`src/rtl/sar_seq_pkg.sv`:
```
package sar_seq_pkg;
  typedef enum logic [1:0] {
    PH_IDLE = 2'd0,
    PH_ACQ  = 2'd1,
    PH_BITS = 2'd2
  } phase_t;
endpackage

```
`src/rtl/sar_start_detect.sv`:
```
module sar_start_detect (
  input  logic clk,
  input  logic rst,
  input  logic ce,
  input  logic cs_n,
  input  logic rc,
  output logic start_o
);
  logic cond_now;
  logic cond_q;

  assign cond_now = ce & ~cs_n & ~rc;

  always_ff @(posedge clk) begin
    if (rst) cond_q <= 1'b0;
    else     cond_q <= cond_now;
  end

  // rising edge of the combined request, whichever input moved last
  assign start_o = cond_now & ~cond_q;
endmodule

```
`src/rtl/sar_seq_ctrl.sv`:
```
module sar_seq_ctrl
  import sar_seq_pkg::*;
#(
  parameter int WIDTH      = 12,
  parameter int SHORT_BITS = 8,
  parameter int ACQ_CYCLES = 2
) (
  input  logic                     clk,
  input  logic                     rst,
  input  logic                     start_i,
  input  logic                     a0_i,
  output logic                     busy_o,
  output logic                     sample_o,
  output logic                     clr_o,
  output logic                     arm_o,
  output logic                     decide_o,
  output logic                     last_o,
  output logic                     short_o,
  output logic [$clog2(WIDTH)-1:0] idx_o
);
  localparam int IDXW = $clog2(WIDTH);
  localparam int ACQW = (ACQ_CYCLES > 1) ? $clog2(ACQ_CYCLES) : 1;
  localparam logic [IDXW-1:0] STOP_SHORT = IDXW'(WIDTH - SHORT_BITS);
  localparam logic [IDXW-1:0] TOP_IDX    = IDXW'(WIDTH - 1);
  localparam logic [ACQW-1:0] ACQ_LAST   = ACQW'(ACQ_CYCLES - 1);

  phase_t          phase;
  logic [ACQW-1:0] acq_cnt;
  logic [IDXW-1:0] idx;
  logic            short_q;
  logic [IDXW-1:0] stop_idx;

  assign stop_idx = short_q ? STOP_SHORT : '0;
  assign clr_o    = (phase == PH_IDLE) && start_i;
  assign arm_o    = (phase == PH_ACQ) && (acq_cnt == ACQ_LAST);
  assign decide_o = (phase == PH_BITS);
  assign last_o   = decide_o && (idx == stop_idx);
  assign idx_o    = idx;
  assign short_o  = short_q;

  always_ff @(posedge clk) begin
    if (rst) begin
      phase    <= PH_IDLE;
      acq_cnt  <= '0;
      idx      <= TOP_IDX;
      short_q  <= 1'b0;
      busy_o   <= 1'b0;
      sample_o <= 1'b0;
    end else begin
      unique case (phase)
        PH_IDLE: begin
          if (start_i) begin
            phase    <= PH_ACQ;
            acq_cnt  <= '0;
            short_q  <= a0_i;
            busy_o   <= 1'b1;
            sample_o <= 1'b1;
          end
        end
        PH_ACQ: begin
          if (arm_o) begin
            phase    <= PH_BITS;
            sample_o <= 1'b0;
            idx      <= TOP_IDX;
          end else begin
            acq_cnt <= acq_cnt + 1'b1;
          end
        end
        PH_BITS: begin
          if (last_o) begin
            phase  <= PH_IDLE;
            busy_o <= 1'b0;
          end else begin
            idx <= idx - 1'b1;
          end
        end
        default: phase <= PH_IDLE;
      endcase
    end
  end

  assert_sample_in_busy_R3: assert property (@(posedge clk) disable iff (rst)
    sample_o |-> busy_o);
  assert_length_latched_R7: assert property (@(posedge clk) disable iff (rst)
    (busy_o && $past(busy_o)) |-> $stable(short_q));
  assert_no_restart_R6: assert property (@(posedge clk) disable iff (rst)
    (decide_o && start_i) |=> !sample_o);
endmodule

```
`src/rtl/sar_trial_reg.sv`:
```
module sar_trial_reg #(
  parameter int WIDTH      = 12,
  parameter int SHORT_BITS = 8
) (
  input  logic                     clk,
  input  logic                     rst,
  input  logic                     clr_i,
  input  logic                     arm_i,
  input  logic                     decide_i,
  input  logic                     last_i,
  input  logic                     short_i,
  input  logic [$clog2(WIDTH)-1:0] idx_i,
  input  logic                     cmp_i,
  output logic [WIDTH-1:0]         code_o,
  output logic [WIDTH-1:0]         result_o
);
  localparam int PADN = WIDTH - SHORT_BITS;

  logic [WIDTH-1:0] work_q;
  logic [WIDTH-1:0] nxt;

  for (genvar i = 0; i < WIDTH; i++) begin : g_bit
    always_comb begin
      nxt[i] = work_q[i];
      if (clr_i) begin
        nxt[i] = 1'b0;
      end else if (arm_i) begin
        if (i == WIDTH - 1) nxt[i] = 1'b1;
      end else if (decide_i) begin
        if (int'(idx_i) == i)
          nxt[i] = cmp_i;
        else if (!last_i && (int'(idx_i) - 1 == i))
          nxt[i] = 1'b1;
        else if (last_i && short_i && (i < PADN))
          nxt[i] = (i == PADN - 1);
      end
    end
  end

  always_ff @(posedge clk) begin
    if (rst) begin
      work_q   <= '0;
      result_o <= '0;
    end else begin
      work_q <= nxt;
      if (clr_i)                result_o <= '0;
      else if (decide_i && last_i) result_o <= nxt;
    end
  end

  assign code_o = work_q;

  assert_bit_decision_R4: assert property (@(posedge clk) disable iff (rst)
    decide_i |=> (work_q[$past(idx_i)] == $past(cmp_i)));
  assert_clear_on_start_R2: assert property (@(posedge clk) disable iff (rst)
    clr_i |=> (work_q == '0 && result_o == '0));
endmodule

```
`src/rtl/sar_conv_seq.sv`:
```
module sar_conv_seq #(
  parameter int WIDTH      = 12,
  parameter int SHORT_BITS = 8,
  parameter int ACQ_CYCLES = 2
) (
  input  logic             clk,
  input  logic             rst,
  input  logic             ce,
  input  logic             cs_n,
  input  logic             rc,
  input  logic             a0,
  input  logic             cmp,
  output logic [WIDTH-1:0] dac_code,
  output logic             sample,
  output logic             busy,
  output logic [WIDTH-1:0] result
);
  localparam int IDXW   = $clog2(WIDTH);
  localparam int MAXLEN = ACQ_CYCLES + WIDTH;
  localparam int CNTW   = $clog2(MAXLEN + 2);

  logic            start_w;
  logic            clr_w, arm_w, decide_w, last_w, short_w;
  logic [IDXW-1:0] idx_w;

  sar_start_detect u_start (
    .clk(clk), .rst(rst), .ce(ce), .cs_n(cs_n), .rc(rc), .start_o(start_w)
  );

  sar_seq_ctrl #(.WIDTH(WIDTH), .SHORT_BITS(SHORT_BITS), .ACQ_CYCLES(ACQ_CYCLES)) u_ctrl (
    .clk(clk), .rst(rst), .start_i(start_w), .a0_i(a0),
    .busy_o(busy), .sample_o(sample), .clr_o(clr_w), .arm_o(arm_w),
    .decide_o(decide_w), .last_o(last_w), .short_o(short_w), .idx_o(idx_w)
  );

  sar_trial_reg #(.WIDTH(WIDTH), .SHORT_BITS(SHORT_BITS)) u_reg (
    .clk(clk), .rst(rst), .clr_i(clr_w), .arm_i(arm_w), .decide_i(decide_w),
    .last_i(last_w), .short_i(short_w), .idx_i(idx_w), .cmp_i(cmp),
    .code_o(dac_code), .result_o(result)
  );

  // busy-window length checked with a counter rather than a deep $past
  logic [CNTW-1:0] busy_len;
  always_ff @(posedge clk) begin
    if (rst)       busy_len <= '0;
    else if (busy) busy_len <= busy_len + 1'b1;
    else           busy_len <= '0;
  end

  assert_busy_window_R5: assert property (@(posedge clk) disable iff (rst)
    busy |-> (int'(busy_len) < MAXLEN));
  assert_result_hold_R9: assert property (@(posedge clk) disable iff (rst)
    (!busy && $past(!busy)) |-> $stable(result));
  assert_msb_trial_R3: assert property (@(posedge clk) disable iff (rst)
    $fell(sample) |-> (dac_code == {1'b1, {(WIDTH-1){1'b0}}}));
  assert_reset_clears_R10: assert property (@(posedge clk)
    rst |=> (!busy && !sample && dac_code == '0 && result == '0));
endmodule

```
`config.mk`:
```
export PLATFORM = sky130hd
export DESIGN_NAME = sar_conv_seq
export DESIGN_NICKNAME = d
export VERILOG_FILES = /design/src/rtl/sar_seq_pkg.sv /design/src/rtl/sar_start_detect.sv /design/src/rtl/sar_seq_ctrl.sv /design/src/rtl/sar_trial_reg.sv /design/src/rtl/sar_conv_seq.sv
export SDC_FILE = /design/constraint.sdc
export NUM_CORES = 1
export LEC_CHECK = 0
export BUFFER_PORTS_ARGS = -buffer_cell sky130_fd_sc_hd__clkbuf_2
export CORE_MARGIN = 5
export CORE_UTILIZATION = 45
export CTS_CLUSTER_SIZE = 24
export DETAILED_ROUTE_END_ITERATION = 10
export GPL_ROUTABILITY_DRIVEN = 0
export PLACE_DENSITY_LB_ADDON = 0.15
export SYNTH_ARGS = -nofsm -noshare
export SYNTH_HDL_FRONTEND = slang
export SYNTH_HIERARCHICAL = 1
export SYNTH_SLANG_ARGS = --single-unit
```
`constraint.sdc`:
```
create_clock -name clk -period 2.3 [get_ports clk]
set_clock_uncertainty 0.15 [all_clocks]
set_input_delay 0.115 -clock clk [delete_from_list [all_inputs] [get_ports clk]]
set_output_delay 0.115 -clock clk [all_outputs]
set_load 0.02 [all_outputs]
```
# Yosys cells after proc, flatten, opt, wreduce, memory -nomap -nowiden
# Index checks and enable logic that the tools add are counted.
[word_totals]
regBits = 35
mem_count = 0
out_inout_bits = 26
wordCells = 159
input_bits = 7
latch_bits = 0
ramBits = 0
rom_bits = 0
[op_classes]
bitwise = 6
n_addsub = 3
n_shift = 0
n_mux = 80
reduce_logical = 31
n_div = 0
magnitude_cmp = 0
n_mul = 0
n_eq_ne = 30
[ops]
columns = ["operator", "n"]
rows = [
  ["equality test 32 x 4 -> 1 bit (second input constant)", 4],
  ["equality test 32 x 5 -> 1 bit (second input constant)", 4],
  ["two-way mux 1 bit", 69],
  ["equality test 32 x 3 -> 1 bit (second input constant)", 2],
  ["equality test 32 x 2 -> 1 bit (second input constant)", 1],
  ["equality test 4 bit (second input constant)", 8],
  ["logical NOT 32 bit", 1],
  ["logical AND 1 bit", 17],
  ["AND reduction 3 bit", 5],
  ["equality test 4 x 3 -> 1 bit (second input constant)", 2],
  ["two-way mux 4 bit", 2],
  ["case mux 4 bit (2 select lines)", 1],
  ["two-way mux 2 bit", 3],
  ["!= test 2 bit (second input constant)", 3],
  ["case mux 1 bit (2 select lines)", 3],
  ["case mux 2 bit (3 select lines)", 1],
  ["nonzero test 2 bit", 3],
  ["subtractor 4 x 1 -> 5 bit (second input constant)", 1],
  ["equality test 4 x 2 -> 1 bit (second input constant)", 1],
  ["equality test 4 bit", 1],
  ["logical NOT 4 bit", 1],
  ["!= test 2 x 1 -> 1 bit (second input constant)", 2],
  ["subtractor 4 x 1 -> 4 bit (second input constant)", 1],
  ["AND 1 bit", 3],
  ["9 further kinds", 11],
]

# Logic depth before layout (Yosys ltp)
[depth]
ltp_word = 10
ltp_mapped = 9

# By module
# The synthesis kept the hierarchy.
[by_module_without_submodules]
columns = ["mod", "area_each_um2", "cells_per_inst", "n_inst", "seq_area_each_um2"]
rows = [
  ["sar_trial_reg", 1113.6, 124, 1, 480.5],
  ["sar_seq_ctrl", 504.2, 54, 1, 200.2],
  ["sar_start_detect", 37.5, 3, 1, 20.0],
]

# Worst setup path after synthesis
# No wires, ideal clock.
[synth_path]
path_type = "reg-to-reg"
startpoint = "register u_ctrl.idx[1], in the netlist u_ctrl/idx_o[1]"
endpoint = "register u_reg.result_o[3]"
required_time_ns = 2.033
path_stages_with_launch = 10
synth_period_minus_slack_ns = 2.208
slack_ns = 0.092
t_arrival_ns = 1.940
cell_sequence = "dfxtp_1 > inv_1 > ha_1 > nand2b_1 > nor3_1 > and2_1 > buf_2 > and3b_1 > a311o_1 > a32o_1"
[synth_via]
elab_chain_len = 9
elab_cells_between_ends = 15
classes_between = "add/sub (1); eq/ne (3); mux (6); reduce/logical (5)"
[synth_lines]
columns = ["item", "line", "rtl"]
rows = [
  ["start: declaration", "sar_seq_ctrl.sv:29", "logic [IDXW-1:0] idx;"],
  ["start signal: assignment", "sar_seq_ctrl.sv:74", "idx <= idx - 1'b1;"],
  ["equality test 4 bit (*)", "sar_seq_ctrl.sv:37", "assign last_o = decide_o && (idx == stop_idx);"],
  ["logical AND 1 bit (*)", "sar_seq_ctrl.sv:37", ""],
  ["net last_w", "sar_conv_seq.sv:23", "logic clr_w, arm_w, decide_w, last_w, short_w;"],
  ["logical AND 1 bit or logical NOT 1 bit (tied branches)", "sar_trial_reg.sv:34, sar_trial_reg.sv:32", ""],
  ["two-way mux 1 bit or logical AND 1 bit (tied branches)", "sar_trial_reg.sv:34, sar_trial_reg.sv:32", ""],
  ["two-way mux 1 bit", "sar_trial_reg.sv:32", "else if (!last_i && (int'(idx_i) - 1 == i))"],
  ["two-way mux 1 bit", "sar_trial_reg.sv:30", "if (int'(idx_i) == i)"],
  ["two-way mux 1 bit", "sar_trial_reg.sv:29", "end else if (decide_i) begin"],
  ["two-way mux 1 bit", "sar_trial_reg.sv:27", "end else if (arm_i) begin"],
  ["two-way mux 1 bit", "sar_trial_reg.sv:25", "if (clr_i) begin"],
  ["end signal: assignment", "sar_trial_reg.sv:47", "else if (decide_i && last_i) result_o <= nxt;"],
  ["end: declaration", "sar_trial_reg.sv:15", "output logic [WIDTH-1:0] result_o"],
]
# The timed path passes the listed nets; every way through them passes the cells marked *.
# A chain may end at the register's enable or synchronous reset.

# Worst setup path in the final report
[layout_path]
startpoint = "register u_ctrl.phase[1]"
endpoint = "register u_reg.result_o[11]"
[layout_via]
elab_cells_between_ends = 15
classes_between = "eq/ne (2); mux (5); reduce/logical (8)"
[layout_lines]
columns = ["item", "line", "rtl"]
rows = [
  ["start: declaration", "sar_seq_ctrl.sv:27", "phase_t phase;"],
  ["start signal: assignment", "sar_seq_ctrl.sv:43", "phase <= PH_IDLE;"],
  ["start signal: assignment", "sar_seq_ctrl.sv:53", "phase <= PH_ACQ;"],
  ["start signal: assignment", "sar_seq_ctrl.sv:62", "phase <= PH_BITS;"],
  ["equality test 2 x 1 -> 1 bit", "sar_seq_ctrl.sv:35", "assign arm_o = (phase == PH_ACQ) && (acq_cnt == ACQ_LAST);"],
  ["logical AND 1 bit", "sar_seq_ctrl.sv:35", ""],
  ["net arm_w", "sar_conv_seq.sv:23", ""],
  ["two-way mux 1 bit", "sar_trial_reg.sv:27", ""],
  ["two-way mux 1 bit", "sar_trial_reg.sv:25", ""],
]
# The timed path passes the listed nets, and every way through them passes these cells.

==> results by group <==
Pwr
  – Maximum ir drop on the vdd rail: around 0.33 mV
  – Leakage: between 0.9 and 1 nW
  – Areal power density over the cells: 524.0 nW/µm²

Timing
  – Maximum frequency from static timing analysis: 458.1 MHz
  – Unrepaired setup endpoints after global routing: false
  – Slew Limit Headroom: a little over half
  – Least-Margin Pin Slew: approximately 0.69 ns
  – Number of failing setup endpoints in the final timing report: 0
  – Final TNS setup: 0 ns
  – Fraction of the cycle the final worst path needs: ~95%
  – Max Slew Vio Count: 0
  – Fin crit period: 2.183 ns
  – Final Hold Violating Endpoints: 0

Routing
  – Detailed router's first-iteration violation count: between 100 and 150
  – Highest metal used: met4
  – WL met3: around 180 µm
  – DR WL/cell: 14.87 µm
  – Length of the first detailed-routing pass in iterations: 4
  – Routed metal-1 wire length: 1.762 mm
  – Detail-routed via count per cell: 5.612
  – Detailed route wirelength on metal2: 2.043 mm
  – Remaining design rule violation count: 0
  – Number of antenna-violating nets in the routed design: 0
  – Routed wire length: 4.060 mm
  – DR vias: 1532

Floorplanning
  – Number of top-level pins: 33
  – Die area: 4991 µm²
  – Y dimension of the die: slightly above 70 µm
  – Effective utilization at floorplan: 45.91%
  – Core Box Area: 3606 µm²
  – Width of the die: roughly 70 µm
  – Number of placement rows: 22

Yosys
  – Area share of and/or/nand/nor cells after synthesis: 28.34%
  – Synth top cells by count: 35 x sky130_fd_sc_hd__dfxtp_1, 11 x sky130_fd_sc_hd__nor2_1, 11 x sky130_fd_sc_hd__nor3_1, 10 x sky130_fd_sc_hd__a21oi_1, 8 x sky130_fd_sc_hd__nand2_1
  – XOR/XNOR Fraction of Synth Area: 0.5291%
  – Arithmetic-cell share of the synthesized area counting full adders, half adders and majority gates: 1.512%
  – Number of cells produced by synthesis: 181
  – Top cells by area in the synthesized netlist: sky130_fd_sc_hd__dfxtp_1 42%, sky130_fd_sc_hd__nor3_1 3.3%, sky130_fd_sc_hd__a21oi_1 3.0%
  – Cell area after synthesis: 1655 µm²
  – Share of cell area taken by muxes after synthesis: 4.082%
  – EDFF count, synth: 0
  – Number of warning messages in the yosys log: 6
  – Post-synthesis sequential area ratio: 42.33%
  – Most repeated cell in the gate-level netlist after synthesis: sky130_fd_sc_hd__dfxtp_1
  – Async set-reset flop share out of synthesis: 0%
  – Average size of a mapped cell: 9.146 µm²
  – Fraction of synthesized cell area taken by the top area cell type: 42.33%
  – Dominant synthesized flop cell: sky130_fd_sc_hd__dfxtp_1
  – Synth unique cells: 50
  – Post-synthesis register bit count: 35
  – Fraction of the mapped netlist area in compound gates: 19.05%
  – Largest area contributor in the netlist: sky130_fd_sc_hd__dfxtp_1
  – Post-Syn Nets: 190
  – Main combinational cell family by area after synthesis: simple AND/OR/NAND/NOR gates

Critical path
  – Cells traversed along the worst timing path: nand3b_1, inv_2, nand2b_4, or3_1, or3_1, a32o_1
  – Worst setup SP type: flop
  – Library cell appearing most often on the critical path: sky130_fd_sc_hd__or3_1
  – Worst path required time: 2.32 ns
  – Worst flop-to-flop path startpoint: u_ctrl/phase[1]
  – CP Launch Point: u_ctrl/phase[1]
  – Category of the worst setup path capture point: flop
  – Class of the most critical setup path: flop to flop
  – Critical Path Slowest Stage Cell: sky130_fd_sc_hd__or3_1
  – Slowest stage delay, CP: slightly above 0.4 ns
  – Arrival time at the worst endpoint: 2.20 ns
  – Depth of the worst register-to-register path: 6
  – Maximum net fanout on the critical path: 11
  – Register-to-Register Setup Slack: 0.12 ns

Global routing
  – Number of global-route vias before repair: 1551
  – Total routing usage reported by global routing: between 15 and 20%
  – Pin count of the biggest net entering global routing: 19
  – Initial antenna violation count: 0
  – Global route total overflow: 0
  – First-pass GRT wire length: 7.024 mm

Cells and area
  – Net count, final: 235
  – Fraction of layout cells with a size suffix above 1: between 20% and 30%
  – Fillers: 348
  – Area occupied by multi-input gates: roughly 900 µm²
  – Area of all placed cells without fillers: 2046 µm²
  – Layout-stage area growth over the synthesis result: 23.58%
  – Count of antenna diodes in the layout: 0
  – Seq. cell area: 701.9 µm²

Run status
  – Result of the run: complete, no violations

Clocking
  – CTS sink cnt: 35
  – Maximum clock path buffer count: 2
  – Total number of H-tree levels: 2
  – CTS tree: built
  – Worst-path clk slew: roughly 0.060 ns
  – TritonCTS buffer count: 5
  – Clock latency of the later-clocked register in the worst-skew pair: 0.28 ns
  – Clock tree root driver cell: sky130_fd_sc_hd__clkbuf_8

Place
  – Placed cell area: roughly 1900 µm²
  – Post-detail-place hpwl: a little under 3 mm
  – Number of port buffers: 32

Hold path
  – HP Start: rst
  – Depth of the worst hold-timing path: 3
  – Worst hold path type: primary input to flop

Job
  – Count of max-cap constraint violations: 0
per-layer routing:
layer  GRT usage, %  up-vias
li1               -      760
met1          20.38      729
met2          30.46       36
met3          3.693        7
met4          7.516        0
met5              0        -
what timing repair did:
| action | CTS | global route |
|---|---|---|
| endpoints found under the hold margin | 2 | 0 |
| hold buffers | 3 | 0 |
| resized for setup | 0 | 3 |
| buffers inserted | 0 | 1 |
| setup endpoints to repair | 0 | 14 |
power breakdown:
group          leakage [nW]  switching (W)  internal (W)
Combinational         0.583      0.0000344     0.0000253
Sequential            0.283     0.00000553      0.000612
Clock                0.0371       0.000193      0.000201
sequential cells by signal, indices dropped and copies added (netlist names):
name             count
u_reg/code_o        12
u_ctrl/idx_o         4
u_start/cond_q       1
u_ctrl/busy_o        1
u_reg/result_o      12
u_ctrl/phase         2
u_ctrl/sample_o      1
u_ctrl/acq_cnt       1
u_ctrl/short_o       1
critical path, delay by kind of cell (launching register included):
kind,cells,cell delay (ns)
AOI/OAI and AO/OA,1,0.27
buffers and inverters,1,0.12
DFF,1,0.40
and+or+nand+nor,4,1.14
placed cells by master, fill, tap and decap left out, types with 5 or more instances in the layout:
| cell | instances |
|---|---|
| sky130_fd_sc_hd__clkbuf_8 | 5 |
| sky130_fd_sc_hd__buf_4 | 13 |
| sky130_fd_sc_hd__dfxtp_1 | 34 |
| sky130_fd_sc_hd__a32o_1 | 5 |
| sky130_fd_sc_hd__a21oi_1 | 10 |
| sky130_fd_sc_hd__nor3b_1 | 5 |
| sky130_fd_sc_hd__o21ai_0 | 7 |
| sky130_fd_sc_hd__inv_1 | 5 |
| sky130_fd_sc_hd__nand2_1 | 8 |
| sky130_fd_sc_hd__clkbuf_2 | 32 |
| sky130_fd_sc_hd__nor3_1 | 10 |
| sky130_fd_sc_hd__and2_1 | 7 |
| sky130_fd_sc_hd__nor2_1 | 11 |
area by class of cell:
cell class / instances / share of cell area (%)
multi-input cells: 129 / 43.85
flip-flops and latches: 35 / 34.31
repair buffers: 48 / 14.07
clock buffers: 6 / 3.547
well taps: 48 / 2.936
inverters: 7 / 1.284
path summary, 6_finish.rpt:
| kind | to |
|---|---|
| worst max-delay path | u_reg/result_o[11] |
| worst min-delay path | u_reg/code_o[5] |
| worst max register to register | u_reg/result_o[11] |
| worst min register to register | u_reg/result_o[7] |
per-stage QoR:
stage / cells / utilization [%] / hold WS [ns] / total power [W] / setup slack (ns)
3_3_place_gp: 263 / 53.33 / 0.1436 / 0.0006836 / 0.1025
6_report: 273 / 56.73 / 0.06804 / 0.001072 / 0.1172
2_1_floorplan: 181 / - / 0.04055 / 0.0006606 / 0.09212
5_1_grt: 273 / 56.73 / 0.08054 / 0.001121 / 0.009287
3_5_place_dp: 263 / 53.33 / 0.1539 / 0.0006855 / 0.05697
4_1_cts: 272 / 56.18 / 0.07238 / 0.001084 / 0.02830
kinds of logic (layout without fill, tap and decap cells):
group	Yosys count	after routing
adders and majority gates	2	2
buffers and inverters	17	61
muxes	6	6
xor gates and xnor gates	1	1
DFF	35	35
and+or+nand+nor	76	76
AOI/OAI and AO/OA	44	44
Note: power is estimated with default switching activity, not from simulation.
